===== src/rtl/rrip_pkg.sv =====
package rrip_pkg;
  localparam int RRPV_W = 2;

  typedef enum logic [1:0] {
    OP_HIT  = 2'd0,
    OP_MISS = 2'd1,
    OP_FILL = 2'd2,
    OP_IDLE = 2'd3
  } rrip_op_e;

  localparam logic [RRPV_W-1:0] RRPV_NEAR = 2'd0;
  localparam logic [RRPV_W-1:0] RRPV_FAR  = 2'd2;
  localparam logic [RRPV_W-1:0] RRPV_DIST = 2'd3;
endpackage


===== src/rtl/rrip_victim_pick.sv =====
module rrip_victim_pick
  import rrip_pkg::*;
#(
  parameter int NUM_WAYS = 4,
  parameter int WAY_W    = $clog2(NUM_WAYS)
) (
  input  logic [NUM_WAYS-1:0]             row_vld,
  input  logic [NUM_WAYS-1:0][RRPV_W-1:0] row_rrpv,
  output logic [WAY_W-1:0]                pick_way,
  output logic [RRPV_W-1:0]               age_amt,
  output logic                            any_invalid
);
  logic [WAY_W-1:0]  inv_way;
  logic [WAY_W-1:0]  max_way;
  logic [RRPV_W-1:0] row_max;

  always_comb begin
    any_invalid = 1'b0;
    inv_way     = '0;
    row_max     = '0;
    max_way     = '0;
    for (int i = NUM_WAYS - 1; i >= 0; i--) begin
      if (!row_vld[i]) begin
        any_invalid = 1'b1;
        inv_way     = WAY_W'(i);
      end
    end
    for (int i = 0; i < NUM_WAYS; i++) begin
      if (row_rrpv[i] > row_max) row_max = row_rrpv[i];
    end
    for (int i = NUM_WAYS - 1; i >= 0; i--) begin
      if (row_rrpv[i] == row_max) max_way = WAY_W'(i);
    end
    age_amt  = RRPV_DIST - row_max;
    pick_way = any_invalid ? inv_way : max_way;
  end
endmodule


===== src/rtl/rrip_row_update.sv =====
module rrip_row_update
  import rrip_pkg::*;
#(
  parameter int NUM_WAYS = 4,
  parameter int WAY_W    = $clog2(NUM_WAYS)
) (
  input  logic                            op_en,
  input  rrip_op_e                        op,
  input  logic [WAY_W-1:0]                way,
  input  logic                            code,
  input  logic [NUM_WAYS-1:0]             row_vld,
  input  logic [NUM_WAYS-1:0][RRPV_W-1:0] row_rrpv,
  input  logic [RRPV_W-1:0]               age_amt,
  input  logic                            any_invalid,
  output logic [NUM_WAYS-1:0]             nxt_vld,
  output logic [NUM_WAYS-1:0][RRPV_W-1:0] nxt_rrpv,
  output logic                            row_we
);
  always_comb begin
    nxt_vld  = row_vld;
    nxt_rrpv = row_rrpv;
    row_we   = op_en && (op != OP_IDLE);
    for (int w = 0; w < NUM_WAYS; w++) begin
      unique case (op)
        OP_HIT: begin
          if (way == WAY_W'(w)) nxt_rrpv[w] = RRPV_NEAR;
        end
        OP_MISS: begin
          // aging never wraps: the largest value lands exactly on distant
          if (!any_invalid) nxt_rrpv[w] = row_rrpv[w] + age_amt;
        end
        OP_FILL: begin
          if (way == WAY_W'(w)) begin
            nxt_vld[w]  = 1'b1;
            nxt_rrpv[w] = code ? RRPV_FAR : RRPV_DIST;
          end
        end
        default: ;
      endcase
    end
  end
endmodule


===== src/rtl/rrip_code_repl.sv =====
module rrip_code_repl
  import rrip_pkg::*;
#(
  parameter int NUM_SETS = 16,
  parameter int NUM_WAYS = 4,
  parameter int SET_W    = $clog2(NUM_SETS),
  parameter int WAY_W    = $clog2(NUM_WAYS)
) (
  input  logic             clk,
  input  logic             rst_n,
  input  logic             req_valid,
  input  logic [1:0]       req_op,
  input  logic [SET_W-1:0] req_set,
  input  logic [WAY_W-1:0] req_way,
  input  logic             req_code,
  output logic             victim_valid,
  output logic [WAY_W-1:0] victim_way
);
  logic [1:0] rst_sync_q;
  logic       rst_ni;

  logic [NUM_WAYS-1:0]             vld_q  [NUM_SETS];
  logic [NUM_WAYS-1:0][RRPV_W-1:0] rrpv_q [NUM_SETS];

  logic [NUM_WAYS-1:0]             row_vld, nxt_vld;
  logic [NUM_WAYS-1:0][RRPV_W-1:0] row_rrpv, nxt_rrpv;
  logic [WAY_W-1:0]                pick_way;
  logic [RRPV_W-1:0]               age_amt;
  logic                            any_invalid;
  logic                            row_we;
  logic                            miss_go;
  rrip_op_e                        op;

  logic             victim_valid_q;
  logic [WAY_W-1:0] victim_way_q;
  logic [SET_W-1:0] vset_q;

  // reset: asserted at once, released after two clock edges
  always_ff @(posedge clk or negedge rst_n) begin
    if (!rst_n) rst_sync_q <= 2'b00;
    else        rst_sync_q <= {rst_sync_q[0], 1'b1};
  end
  assign rst_ni = rst_sync_q[1];

  assign op       = rrip_op_e'(req_op);
  assign row_vld  = vld_q[req_set];
  assign row_rrpv = rrpv_q[req_set];
  assign miss_go  = req_valid && (op == OP_MISS);

  rrip_victim_pick #(.NUM_WAYS(NUM_WAYS), .WAY_W(WAY_W)) u_pick (
    .row_vld     (row_vld),
    .row_rrpv    (row_rrpv),
    .pick_way    (pick_way),
    .age_amt     (age_amt),
    .any_invalid (any_invalid)
  );

  rrip_row_update #(.NUM_WAYS(NUM_WAYS), .WAY_W(WAY_W)) u_upd (
    .op_en       (req_valid),
    .op          (op),
    .way         (req_way),
    .code        (req_code),
    .row_vld     (row_vld),
    .row_rrpv    (row_rrpv),
    .age_amt     (age_amt),
    .any_invalid (any_invalid),
    .nxt_vld     (nxt_vld),
    .nxt_rrpv    (nxt_rrpv),
    .row_we      (row_we)
  );

  for (genvar s = 0; s < NUM_SETS; s++) begin : g_set
    logic set_en;
    assign set_en = row_we && (req_set == SET_W'(s));
    always_ff @(posedge clk or negedge rst_ni) begin
      if (!rst_ni) begin
        vld_q[s]  <= '0;
        rrpv_q[s] <= {NUM_WAYS{RRPV_DIST}};
      end else if (set_en) begin
        vld_q[s]  <= nxt_vld;
        rrpv_q[s] <= nxt_rrpv;
      end
    end
  end

  always_ff @(posedge clk or negedge rst_ni) begin
    if (!rst_ni) begin
      victim_valid_q <= 1'b0;
      victim_way_q   <= '0;
      vset_q         <= '0;
    end else begin
      victim_valid_q <= miss_go;
      if (miss_go) begin
        victim_way_q <= pick_way;
        vset_q       <= req_set;
      end
    end
  end

  assign victim_valid = victim_valid_q;
  assign victim_way   = victim_way_q;

  AST_VICTIM_DISTANT: assert property (@(posedge clk) disable iff (!rst_ni)
    victim_valid_q |-> (!vld_q[vset_q][victim_way_q] ||
                        rrpv_q[vset_q][victim_way_q] == RRPV_DIST));
  AST_MISS_STROBE: assert property (@(posedge clk) disable iff (!rst_ni)
    miss_go |=> victim_valid_q);
  AST_NO_STRAY_STROBE: assert property (@(posedge clk) disable iff (!rst_ni)
    !miss_go |=> !victim_valid_q);
  AST_HIT_NEAR: assert property (@(posedge clk) disable iff (!rst_ni)
    (req_valid && op == OP_HIT) |=>
      rrpv_q[$past(req_set)][$past(req_way)] == RRPV_NEAR);
  AST_FILL_INSERT: assert property (@(posedge clk) disable iff (!rst_ni)
    (req_valid && op == OP_FILL) |=>
      (vld_q[$past(req_set)][$past(req_way)] &&
       rrpv_q[$past(req_set)][$past(req_way)] ==
         ($past(req_code) ? RRPV_FAR : RRPV_DIST)));
endmodule


===== config.mk =====
export PLATFORM = sky130hd
export DESIGN_NAME = rrip_code_repl
export DESIGN_NICKNAME = d
export VERILOG_FILES = /design/src/rtl/rrip_pkg.sv /design/src/rtl/rrip_victim_pick.sv /design/src/rtl/rrip_row_update.sv /design/src/rtl/rrip_code_repl.sv
export SDC_FILE = /design/constraint.sdc
export NUM_CORES = 1
export LEC_CHECK = 0
export ABC_AREA = 1
export BUFFER_PORTS_ARGS = -buffer_cell sky130_fd_sc_hd__clkbuf_2
export CORE_MARGIN = 2
export CORE_UTILIZATION = 60
export DETAILED_ROUTE_END_ITERATION = 10
export GPL_TIMING_DRIVEN = 0
export PLACE_DENSITY = 0.75
export SETUP_SLACK_MARGIN = 0.1
export SLEW_MARGIN = 20
export SYNTH_ARGS = -nofsm -noshare
export SYNTH_HDL_FRONTEND = slang
export SYNTH_SLANG_ARGS = --single-unit
export TNS_END_PERCENT = 1

===== constraint.sdc =====
create_clock -name clk -period 9.05 [get_ports clk]
set_clock_uncertainty 0.15 [all_clocks]
set_input_delay 0.4525 -clock clk [delete_from_list [all_inputs] [get_ports clk]]
set_output_delay 0.4525 -clock clk [all_outputs]
set_load 0.05 [all_outputs]

======== Word level (Yosys, flattened, before mapping) ========
Cells that the tools add are included.
cells by class
  equal/unequal tests ..................... 25
  muxes and demuxes ....................... 48
  add/sub/neg operators ................... 5
  reduce and logical (&&, ||, !) cells .... 21
  bitwise operators ....................... 1
  magnitude comparators ................... 5
operators by type and width
  kind                                                                    count
  2-bit 2-to-1 mux                                                        25
  8-bit binary-select mux with 4-bit select                               1
  4-bit equality test (second input constant)                             8
  2-bit one-hot mux with 3 select lines                                   4
  1-bit logical AND                                                       18
  4-bit binary-select mux with 4-bit select                               1
  4-bit by 3-bit equality test with 1-bit output (second input constant)  4
  8-bit 2-to-1 mux                                                        2
  1-bit 2-to-1 mux                                                        13
  2-bit adder                                                             4
  2-bit equality test                                                     4
  4-bit by 2-bit equality test with 1-bit output (second input constant)  2
  4-bit 2-to-1 mux                                                        2
  2-bit equality test (second input constant)                             3
  2-bit > comparator                                                      3
  5-bit >= comparator (second input constant)                             1
  4-bit inverter with 5-bit output                                        1
  2-bit by 1-bit equality test with 1-bit output (second input constant)  2
  4-bit by 1-bit equality test with 1-bit output (second input constant)  1
  2-bit logical NOT                                                       2
  4-bit logical NOT                                                       1
  2-bit by 1-bit > comparator with 1-bit output (second input constant)   1
  2-bit != test (second input constant)                                   1
  2-bit subtractor (first input constant)                                 1
storage, ports and cells
  word-level logic and storage cells ...... 188
  input port bits ......................... 12
  register bits after elaboration ......... 197
  output and inout bits ................... 3

======== Logic depth before layout (Yosys ltp) ========
Gate-level depths: netlist of run 1.
  word-level depth ........................ 18
  mapped depth ............................ 40

======== Cells and area by module ========
Synthesis of run 1 repeated with hierarchy kept, for this count alone.
second synthesis, totals
  cell total of the unflattened synthesis .. 1441
  area, all modules ....................... 10396.2 sq um
modules (own cells, without submodules)
  module            area each (sq um)  times used  cells each  sequential area each (sq um)
  rrip_code_repl    9367.7             1           1254        5089.9
  rrip_victim_pick  560.5              1           86          0.0
  rrip_row_update   467.9              1           101         0.0

======== Least setup slack after synthesis of run 1 ========
OpenSTA, ideal clock, no wires.
  path kind ............................... in2reg
  from .................................... input req_set[0]
  to ...................................... register rrpv_q[22] (netlist name)
  stages .................................. 35
  buffers on the path ..................... 4
  arrival ................................. 4.451 ns
  slack ................................... 4.388 ns
  data required time ...................... 8.839 ns
  cell sequence ........................... buf_6 inv_4 nor2_4 buf_2 buf_4 a22oi_1 nand2_1 nand2_1 nand2_1 nor2_2 ha_1 inv_1 nand2_1 o21a_1 inv_1 nand2_1 nand2_2 inv_1 ha_1 nand2_1 o21a_1 nand2_2 nand2_1 inv_1 ha_1 a22oi_1 inv_1 nand3_4 nand2_2 nor2_2 nor2_1 o21ai_4 buf_6 nand3_1 nand2_1
on the way
  word-level cells in the longest chain between the ends .. 16
  elaborated cells between the ends (all ways) .. 27
  classes of those cells .................. add/sub: 2; order compare: 4; eq/ne: 1; mux: 18; bitwise: 1; reduce/logical: 1
RTL lines
  item                                                    RTL line                                    RTL
  start: declaration                                      rrip_code_repl.sv:13                        input logic [SET_W-1:0] req_set,
  4-bit inverter with 5-bit output (implied by the code)  rrip_code_repl.sv:46, rrip_code_repl.sv:47
  8-bit binary-select mux with 4-bit select               rrip_code_repl.sv:47                        assign row_rrpv = rrpv_q[req_set];
  8-bit 2-to-1 mux (implied by the code) (2 in a row)     rrip_code_repl.sv:47
  2-bit by 1-bit > comparator with 1-bit output           rrip_victim_pick.sv:29                      if (row_rrpv[i] > row_max) row_max = row_rrpv[i];
  2-bit 2-to-1 mux                                        rrip_victim_pick.sv:29
  2-bit > comparator                                      rrip_victim_pick.sv:29
  2-bit 2-to-1 mux                                        rrip_victim_pick.sv:29
  2-bit > comparator                                      rrip_victim_pick.sv:29
  2-bit 2-to-1 mux                                        rrip_victim_pick.sv:29
  2-bit > comparator                                      rrip_victim_pick.sv:29
  2-bit 2-to-1 mux                                        rrip_victim_pick.sv:29
  2-bit subtractor                                        rrip_victim_pick.sv:34                      age_amt = RRPV_DIST - row_max;
  2-bit adder                                             rrip_row_update.sv:30                       if (!any_invalid) nxt_rrpv[w] = row_rrpv[w] + age_amt;
  2-bit 2-to-1 mux                                        rrip_row_update.sv:30
  2-bit one-hot mux with 3 select lines                   rrip_row_update.sv:24                       unique case (op)
  end signal: indexed assignment                          rrip_code_repl.sv:78                        rrpv_q[s] <= {NUM_WAYS{RRPV_DIST}};
  end signal: indexed assignment                          rrip_code_repl.sv:81                        rrpv_q[s] <= nxt_rrpv;
  end: declaration                                        rrip_code_repl.sv:23                        logic [NUM_WAYS-1:0][RRPV_W-1:0] rrpv_q [NUM_SETS];
Several ways; a longest one is shown, not always the timed one. The select of a mux whose other input is x is not followed.
A chain may end at the register's enable or synchronous reset.

======== Worst setup path in the final report of run 1 ========
  from .................................... input req_set[1]
  to ...................................... register rrpv_q[111] (netlist name)
The elaborated chain is that of the path after synthesis.

==> results of run 1 <==
[through the flow]
step            util  area [sq um]  worst slack (ns)
2_1_floorplan      -         10400              3.23
3_5_place_dp   0.635         10900              3.19
4_1_cts        0.671         11500              3.61
6_report       0.671         11500              3.51
3_3_place_gp   0.629         10800             0.974
5_1_grt        0.671         11500              3.16
[kinds of logic (layout without fill, tap and decap cells)]
group                      after synthesis  count (layout)  synth area share
other                                    1               1          0.000360
and+or+nand+nor                        821             821             0.329
DFF                                    197             197             0.489
adders and majority gates               10              10            0.0120
buffers and inverters                  177             229            0.0747
AOI/OAI and AO/OA                      169             169            0.0952
[layer usage]
layer	vias up	track usage	share of wire
li1	4493	-	-
met1	4554	0.484	0.43
met2	484	0.528	0.46
met3	66	0.0700	0.093
met4	0	0.112	0.023
met5	-	0	0
[worst max-delay path, delay by kind of cell]
family,cells,cell delay [ns]
buffers and inverters,7,1.29
AO/OA/AOI/OAI,4,0.85
adder cells (fa/ha/maj),3,0.87
AND/OR/NAND/NOR,18,2.32
[area by class of cell]
cell class / instances / area share
inverter: 114 / 0.0375
sequential: 197 / 0.444
tap: 225 / 0.0245
clock inverter: 14 / 0.0142
multi-input combinational: 1001 / 0.396
clock buffer: 18 / 0.0374
timing repair buffer: 20 / 0.0161
buffer: 63 / 0.0303
[worst max-delay path by stage]
stage,from,to,slack [ns]
after global routing,req_set[0],rrpv_q[63],3.16
after detailed placement,req_set[1],rrpv_q[55],3.19
final,req_set[1],rrpv_q[111],3.51
after floorplan,rst_sync_q[1],victim_valid,3.23
after CTS,req_set[0],rrpv_q[111],3.61
after global placement,rst_sync_q[1],vld_q[7],0.97
[sequential cells by signal, summed over array words and instances, names as in the netlist]
signal / count
victim_way: 2
victim_valid: 1
rst_sync_q: 2
rrpv_q: 128
vld_q: 64
[power by group]
part | switching, W | internal [W] | total, W | leakage (nW)
Clock | 0.000366 | 0.000417 | 0.000783 | 0.289
Combinational | 0.000517 | 0.000253 | 0.000770 | 3.13
Sequential | 0.0000920 | 0.00115 | 0.00124 | 2.16
[layout by cell type, fill, tap and decap left out, types with 2 or more instances in the layout]
master,instances
nand2_1,595
nand3_1,147
dfstp_2,128
inv_1,109
o21ai_0,83
dfrtp_1,68
a22oi_1,41
clkbuf_1,41
nor2_1,36
clkbuf_16,17
o22ai_1,16
clkbuf_2,15
nand2_2,12
nand4_1,12
o21ai_1,12
buf_6,10
ha_1,10
a21oi_1,9
buf_4,8
nor2_2,7
nor2_4,5
buf_2,4
a31oi_1,4
inv_8,4
inv_2,3
inv_6,3
nand2_4,2
inv_4,2
o21a_1,2
bufinv_16,2
clkinvlp_4,2
clkinv_2,2
dlygate4sd3_1,2
buf_12,2
buf_16,2
==> out/qor.csv, run 1 <==
stage,metric,value,unit
cells_and_area,drive_above_1_share,0.165,
synthesis,yosys.area.top_type_share,0.323,
synthesis,netlist_instances,1375,
setup_path,critical-path-max-stage-delay,0.55,ns
clock_tree,cts_resized,0,
sta,period_minus_slack,5.54,ns
placed_design,dp_hpwl,22400,microns
route,post-route-drc-count,0,
global_routing,antenna_found_initial,0,
global_routing,grt_usage,0.342,
synthesis,synth.most_common_cell,nand2_1,
route,vias,9597,
clock_tree,cts_root_buffer,clkbuf_16,
cells_and_area,n_antenna_cell,0,
synthesis,avgSynthCellArea,7.58,sq um
clock_tree,path_clk_slew,0.07,ns
synthesis,synth.distinct_cells,35,
clock_tree,cts_tree,done,
setup_path,required,9.28,ns
setup_path,regToRegSetupSlack,4.16,ns
synthesis,synth_commonest_cells,"595 x nand2_1, 147 x nand3_1, 128 x dfstp_2, 109 x inv_1, 83 x o21ai_0",
clock_tree,numCtsBuffers,17,
setup_path,startpoint_type,primary input,
setup_path,critPathKind,in2reg,
setup_path,cp.arrival,5.77,ns
cells_and_area,area_growth,10.2,%
power,leakagePower,5.58,nW
min_path,hp-class,in2reg,
die,die_w,136,microns
die,die_y,136,microns
outcome,status,finished clean,
route,drt_wl_total,30300,microns
sta,worst-slew-pin-transition,0.777,ns
min_path,hold_end,victim_valid,
synthesis,seq_area_frac_synth,0.489,
min_path,hp-start,req_valid,
route,drtPass1Iterations,6,
route,routedWlPerCell,18.3,microns
sta,fin_setup_tns,0,ns
synthesis,syn-num-nets,1397,
synthesis,synth_edf_count,0,
power,power,0.00280,W
global_routing,grt_pass1_vias,8932,
clock_tree,clock_path_buffers,2,
synthesis,synth_top_cell_by_area,dfstp_2,
sta,finalCritPeriodShare,0.612,
die,die_area,18400,sq um
min_path,whs_path_depth,3,
sta,finalSetupViolCount,0,
clock_tree,htree_levels,4,
route,antenna_left,0,
global_routing,grt_pass1_wl,47900,microns
synthesis,synthArstFlopShare,1.00,
synthesis,netlist_area,10400,sq um
sta,slew_headroom,0.478,
setup_path,critPathMaxFanout,10,
clock_tree,postCtsSetupBuffers,0,
clock_tree,cts_hold_buffers,2,
die,core_area,17100,sq um
cells_and_area,register_area,5090,sq um
setup_path,r2r_start,rrpv_q[35],
cells_and_area,n_fill_cell,1490,
setup_path,crit_top_cell,nand2_1,
placed_design,gp_congestion,0.913,
sta,rsz0062_at_grt,false,
power,power_density,244,nW/um^2
cells_and_area,multi_input_area,4550,sq um
synthesis,yosysWarnings,0,
synthesis,synth.area.top_cells,"dfstp_2 32%, nand2_1 21%, dfrtp_1 17%, nand3_1 7.1%, o21ai_0 4.0%",
clock_tree,cts_sinks,197,
setup_path,critPathCaptureType,flop,
cells_and_area,stdcell_count,1652,
global_routing,grt-ovfl-total,0,
cells_and_area,nNetsFinal,1436,
placed_design,io_buffers,14,
job,maxCapViolCount,0,
setup_path,r2r_end,rrpv_q[111],
die,start_util,0.609,
sta,fmax,181,MHz
sta,whs,0.129,ns
setup_path,reg2reg_depth,30,
sta,maxSlewViolCount,0,
synthesis,synthFlopType,dfstp_2,
synthesis,ys_ff_latch,197,
global_routing,grt_max_degree,60,
die,io_pins,15,
setup_path,cp_slowest_cell,clkbuf_1,
sta,hold_viol,0,
power,ir_drop,0.227,mV
die,rows,48,
route,drt_iter0_drc,981,
clock_tree,clk_latency,0.44,ns
route,viasPerCell,5.81,
placed_design,placed_cells,1618,
Note: power is estimated with default switching activity, not from simulation.
==> run 2, diff against run 1 <==
Clock period 9.05 ns to 5.4 ns, I/O delays scaled along.
==> run 2 against run 1 <==
Global-route usage rose by 0.15 points. Largest cell class unchanged. Sequential share of layout area fell by 0.13 points. Worst setup slack got worse by 3.1 ns. Hold slack improved by 0.059 ns. Cell count rose by 0.12%. Clock power rose by 62%.
==> out/qor.csv, run 2 (same netlist as run 1, synthesis figures left out) <==
stage,metric,value,unit
die,rows,48,
sta,whs,0.188,ns
setup_path,cp_slowest_cell,ha_1,
sta,worst-slew-pin-transition,0.689,ns
setup_path,required,5.63,ns
placed_design,dp_hpwl,22200,microns
global_routing,grt_pass1_wl,47900,microns
route,drtPass1Iterations,6,
setup_path,critPathKind,in2reg,
setup_path,crit_top_cell,nand2_1,
clock_tree,clk_latency,0.44,ns
setup_path,r2r_end,rrpv_q[48],
clock_tree,cts_sinks,197,
power,leakagePower,5.61,nW
route,post-route-drc-count,0,
placed_design,gp_congestion,0.900,
placed_design,io_buffers,14,
clock_tree,cts_root_buffer,clkbuf_16,
cells_and_area,largest_register,rrpv_q,
sta,rsz0062_at_grt,true,
cells_and_area,area_growth,10.5,%
global_routing,grt-ovfl-total,0,
global_routing,antenna_found_initial,0,
setup_path,critical_path.startpoint,req_set[0],
die,die_area,18400,sq um
sta,hold_viol,0,
cells_and_area,mostFrequentLayoutCells,"594 x nand2_1, 147 x nand3_1, 128 x dfstp_2",
setup_path,startpoint_type,primary input,
die,die_y,136,microns
sta,period_minus_slack,5.01,ns
route,drt_wl_total,30000,microns
global_routing,grt_usage,0.343,
power,power_density,405,nW/um^2
setup_path,r2r_start,rrpv_q[57],
cells_and_area,final_common_cell,nand2_1,
setup_path,critical-path-max-stage-delay,0.30,ns
sta,slew_headroom,0.539,
clock_tree,numCtsBuffers,17,
setup_path,critPathMaxFanout,10,
route,routedWlPerCell,18.1,microns
cells_and_area,drive_above_1_share,0.171,
route,antenna_left,0,
outcome,status,finished clean,
cells_and_area,largest_register_ff_count,128,
die,io_pins,15,
route,viasPerCell,5.74,
setup_path,reg2reg_depth,30,
sta,finalWorstSetupSlack,0.389,ns
placed_design,pre_cts_ws,-0.313,ns
die,start_util,0.609,
sta,finalSetupViolCount,0,
route,vias,9493,
setup_path,regToRegSetupSlack,0.68,ns
die,die_w,136,microns
cells_and_area,n_fill_cell,1491,
route,drt_iter0_drc,1066,
global_routing,grt_max_degree,58,
cells_and_area,n_antenna_cell,0,
die,core_area,17100,sq um
setup_path,cp.arrival,5.24,ns
global_routing,grt_pass1_vias,8866,
clock_tree,clock_path_buffers,2,
min_path,hp-class,in2reg,
cells_and_area,top_regs,"rrpv_q x128, vld_q x64",
setup_path,endpoint,rrpv_q[48],
power,ir_drop,0.307,mV
setup_path,critPathCaptureType,flop,
clock_tree,path_clk_slew,0.08,ns
sta,fmax,200,MHz
sta,maxSlewViolCount,0,
clock_tree,cts_tree,done,
cells_and_area,nNetsFinal,1438,
sta,finalCritPeriodShare,0.928,
job,maxCapViolCount,0,
clock_tree,htree_levels,4,
-- run 2: how the worst min path moves through the flow --
stage	from	end	slack, ns	cells past startpoint
after floorplan	rst_n	rst_sync_q[0]	-0.18	0
after global placement	rst_n	rst_sync_q[0]	-0.09	1
after CTS	req_op[1]	victim_valid	0.18	4
after detailed placement	rst_n	rst_sync_q[0]	-0.09	1
final	req_op[1]	victim_valid	0.19	4
after global routing	req_op[1]	victim_valid	0.22	4
-- run 2: cell type report --
| class | count | area, sq um | share of cell area |
|---|---|---|---|
| plain buffers | 63 | 360 | 0.0313 |
| clock buffers | 20 | 478 | 0.0415 |
| clock inverters | 12 | 106 | 0.00924 |
| inverters | 114 | 430 | 0.0374 |
| multi-input cells | 1001 | 4570 | 0.397 |
| flip-flops and latches | 197 | 5090 | 0.442 |
| well taps | 225 | 282 | 0.0244 |
| repair buffers | 22 | 190 | 0.0165 |
-- run 2: stage by stage --
stage	power, W	setup TNS, ns	instance area, sq um	cells	utilization
global route	0.00493	0	11500	1654	0.673
CTS	0.00462	0	11500	1652	0.670
detailed placement	0.00336	-18.55	10800	1617	0.634
global placement	0.00331	-9.64	10800	1614	0.629
floorplan	0.00302	0	10400	1375	-
finish	0.00466	0	11500	1654	0.673
-- run 2: per-layer routing --
layer  vias up  global-route usage  routed length [microns]
li1       4498                   -                        -
met1      4487               0.492                    13000
met2       460               0.519                    13500
met3        48              0.0789                     2840
met4         0               0.109                      667
met5         -                   0                        0
-- run 2: where the power goes --
part	total, W	internal [W]	switching [W]
registers	0.00209	0.00193	0.000158
logic	0.00130	0.000434	0.000868
clock network	0.00127	0.000660	0.000612
total	0.00466	0.00303	0.00164
-- run 2: critical path: cells and delay by family --
| family | cells | cell delay (ns) |
|---|---|---|
| fa+ha+maj | 3 | 0.87 |
| compound gates | 4 | 0.71 |
| buf+inv | 10 | 1.29 |
| simple gates | 20 | 2.07 |
-- run 2: what timing repair did --
item                                   CTS  global route
endpoints found under the hold margin    3             0
setup endpoints to repair                0           130
hold buffers                             3             0
buffers inserted                         0             2
resized for setup                        0            16
==> run 3, diff against run 2 <==
Settings changed: CORE_ASPECT_RATIO from default to 1.1.
==> run 3 against run 2 <==
Clock power increased by 12%. Non-clock buffer count increased by 5. Critical endpoint is now rrpv_q[78]. Core utilization increased by 1.2 points. Sequential share of layout area decreased by 0.53 points.
==> out/qor.csv, run 3 (same netlist as run 1, synthesis figures left out) <==
stage,metric,value,unit
outcome,status,finished clean,
die,die_area,18400,sq um
route,drtPass1Iterations,8,
cells_and_area,multi_input_area,4580,sq um
placed_design,placed_cells,1626,
die,io_pins,15,
die,die_w,130,microns
route,drt_iter0_drc,1074,
placed_design,io_buffers,14,
setup_path,cp_slowest_cell,clkbuf_1,
cells_and_area,largest_register_ff_count,128,
sta,finalCritPeriodShare,0.939,
clock_tree,numCtsBuffers,17,
clock_tree,clk_latency,0.44,ns
clock_tree,cts_root_buffer,clkbuf_16,
power,power_density,414,nW/um^2
cells_and_area,final_common_cell,nand2_1,
setup_path,cp_num_cells,32,
setup_path,startpoint_type,primary input,
sta,period_minus_slack,5.07,ns
global_routing,grt-ovfl-total,0,
route,post-route-drc-count,0,
setup_path,critPathKind,in2reg,
setup_path,critical-path-max-stage-delay,0.53,ns
setup_path,critPathCaptureType,flop,
power,ir_drop,0.265,mV
global_routing,grt_pass1_vias,9209,
cells_and_area,area_growth,11.9,%
sta,finalWorstSetupSlack,0.328,ns
cells_and_area,nNetsFinal,1443,
sta,rsz0062_at_grt,true,
route,viasPerCell,5.85,
cells_and_area,largest_register,rrpv_q,
sta,worst-slew-pin-transition,0.821,ns
global_routing,antenna_found_initial,0,
cells_and_area,register_area,5090,sq um
sta,maxSlewViolCount,0,
route,antenna_left,0,
setup_path,crit_buf_inv,9,
sta,finalSetupViolCount,0,
cells_and_area,stdcell_count,1668,
sta,slew_headroom,0.452,
setup_path,required,5.63,ns
setup_path,critPathMaxFanout,10,
die,rows,50,
setup_path,cp.arrival,5.30,ns
die,die_y,142,microns
clock_tree,cts_sinks,197,
route,drt_wl_total,32300,microns
cells_and_area,top_regs,"rrpv_q x128, vld_q x64",
global_routing,grt_max_degree,58,
route,routedWlPerCell,19.3,microns
power,leakagePower,5.66,nW
placed_design,place_area,10900,sq um
job,maxCapViolCount,0,
cells_and_area,final_area,11700,sq um
setup_path,reg2reg_depth,32,
placed_design,gp_congestion,0.953,
sta,fmax,197,MHz
min_path,hp-class,in2reg,
sta,hold_viol,0,
setup_path,crit_top_cell,nand2_1,
setup_path,cp_top_family,simple AND/OR/NAND/NOR gates,
power,power,0.00483,W
route,vias,9755,
sta,whs,0.193,ns
clock_tree,clock_path_buffers,2,
cells_and_area,mostFrequentLayoutCells,"593 x nand2_1, 147 x nand3_1, 128 x dfstp_2",
placed_design,dp_hpwl,22300,microns
min_path,whs_path_depth,4,
cells_and_area,n_fill_cell,1435,
clock_tree,path_clk_slew,0.07,ns
cells_and_area,drive_above_1_share,0.174,
global_routing,grt_usage,0.364,
clock_tree,htree_levels,4,
die,core_area,17000,sq um
placed_design,pre_cts_ws,-0.335,ns
clock_tree,cts_tree,done,
cells_and_area,n_antenna_cell,0,
global_routing,grt_pass1_wl,50400,microns
die,start_util,0.612,
==> run 3: cell types whose count changed in the layout (fill, tap and decap cells not counted), sizes merged <==
cell      before  now
clkbuf        76   72
bufinv         0    5
buf           26   32
clkinv         5    6
clkinvlp       0    1
inv          121  117
==> run 3: metal layers <==
layer  wire (microns)  track usage
met4             1210        0.147
met2            14500        0.547
met1            13600        0.519
met5                0            0
met3             2900       0.0741
==> run 3: path summary, 6_finish.rpt <==
path | startpoint | end | slack (ns)
min reg2reg | rst_sync_q[0] | rst_sync_q[1] | 0.20
max reg2reg | rrpv_q[48] | rrpv_q[78] | 0.61
max in group asynchronous | rst_sync_q[1] | rrpv_q[92] | 3.84
min in group asynchronous | rst_sync_q[1] | vld_q[28] | 0.21
max | req_set[2] | rrpv_q[78] | 0.33
min | req_op[1] | victim_valid | 0.19
==> run 3: through the flow <==
step | utilization | TNS (ns)
3_3_place_gp | 0.634 | -16.17
4_1_cts | 0.678 | 0
3_5_place_dp | 0.638 | -23.92
6_report | 0.685 | 0
5_1_grt | 0.685 | 0
2_1_floorplan | - | 0
==> run 3: repair_timing <==
action / 4_1_cts / 5_1_grt
hold buffers: 3 / 0
resized for setup: 0 / 23
hold endpoints to repair: 3 / 0
endpoints found under the setup margin: 0 / 130
buffers inserted: 0 / 7
==> run 3: worst register-to-register path, delay by kind of cell (launching register included) <==
family | cells | cell delay (ns)
flip-flops | 1 | 0.53
buffers and inverters | 6 | 0.60
AO/OA/AOI/OAI | 4 | 0.88
adder cells (fa/ha/maj) | 3 | 0.77
AND/OR/NAND/NOR | 19 | 1.79
==> run 3: final cells by class <==
type,count,area share
buffer,63,0.0324
clock buffer,17,0.0365
clock inverter,15,0.0193
inverter,114,0.0369
multi-input combinational,1001,0.393
sequential,197,0.437
tap,234,0.0251
timing repair buffer,27,0.0195
==> run 3: power breakdown <==
| group | total [W] | switching [W] | internal (W) |
|---|---|---|---|
| combinational | 0.00132 | 0.000875 | 0.000440 |
| clock | 0.00142 | 0.000595 | 0.000828 |
| sequential | 0.00209 | 0.000161 | 0.00193 |
| total | 0.00483 | 0.00163 | 0.00320 |
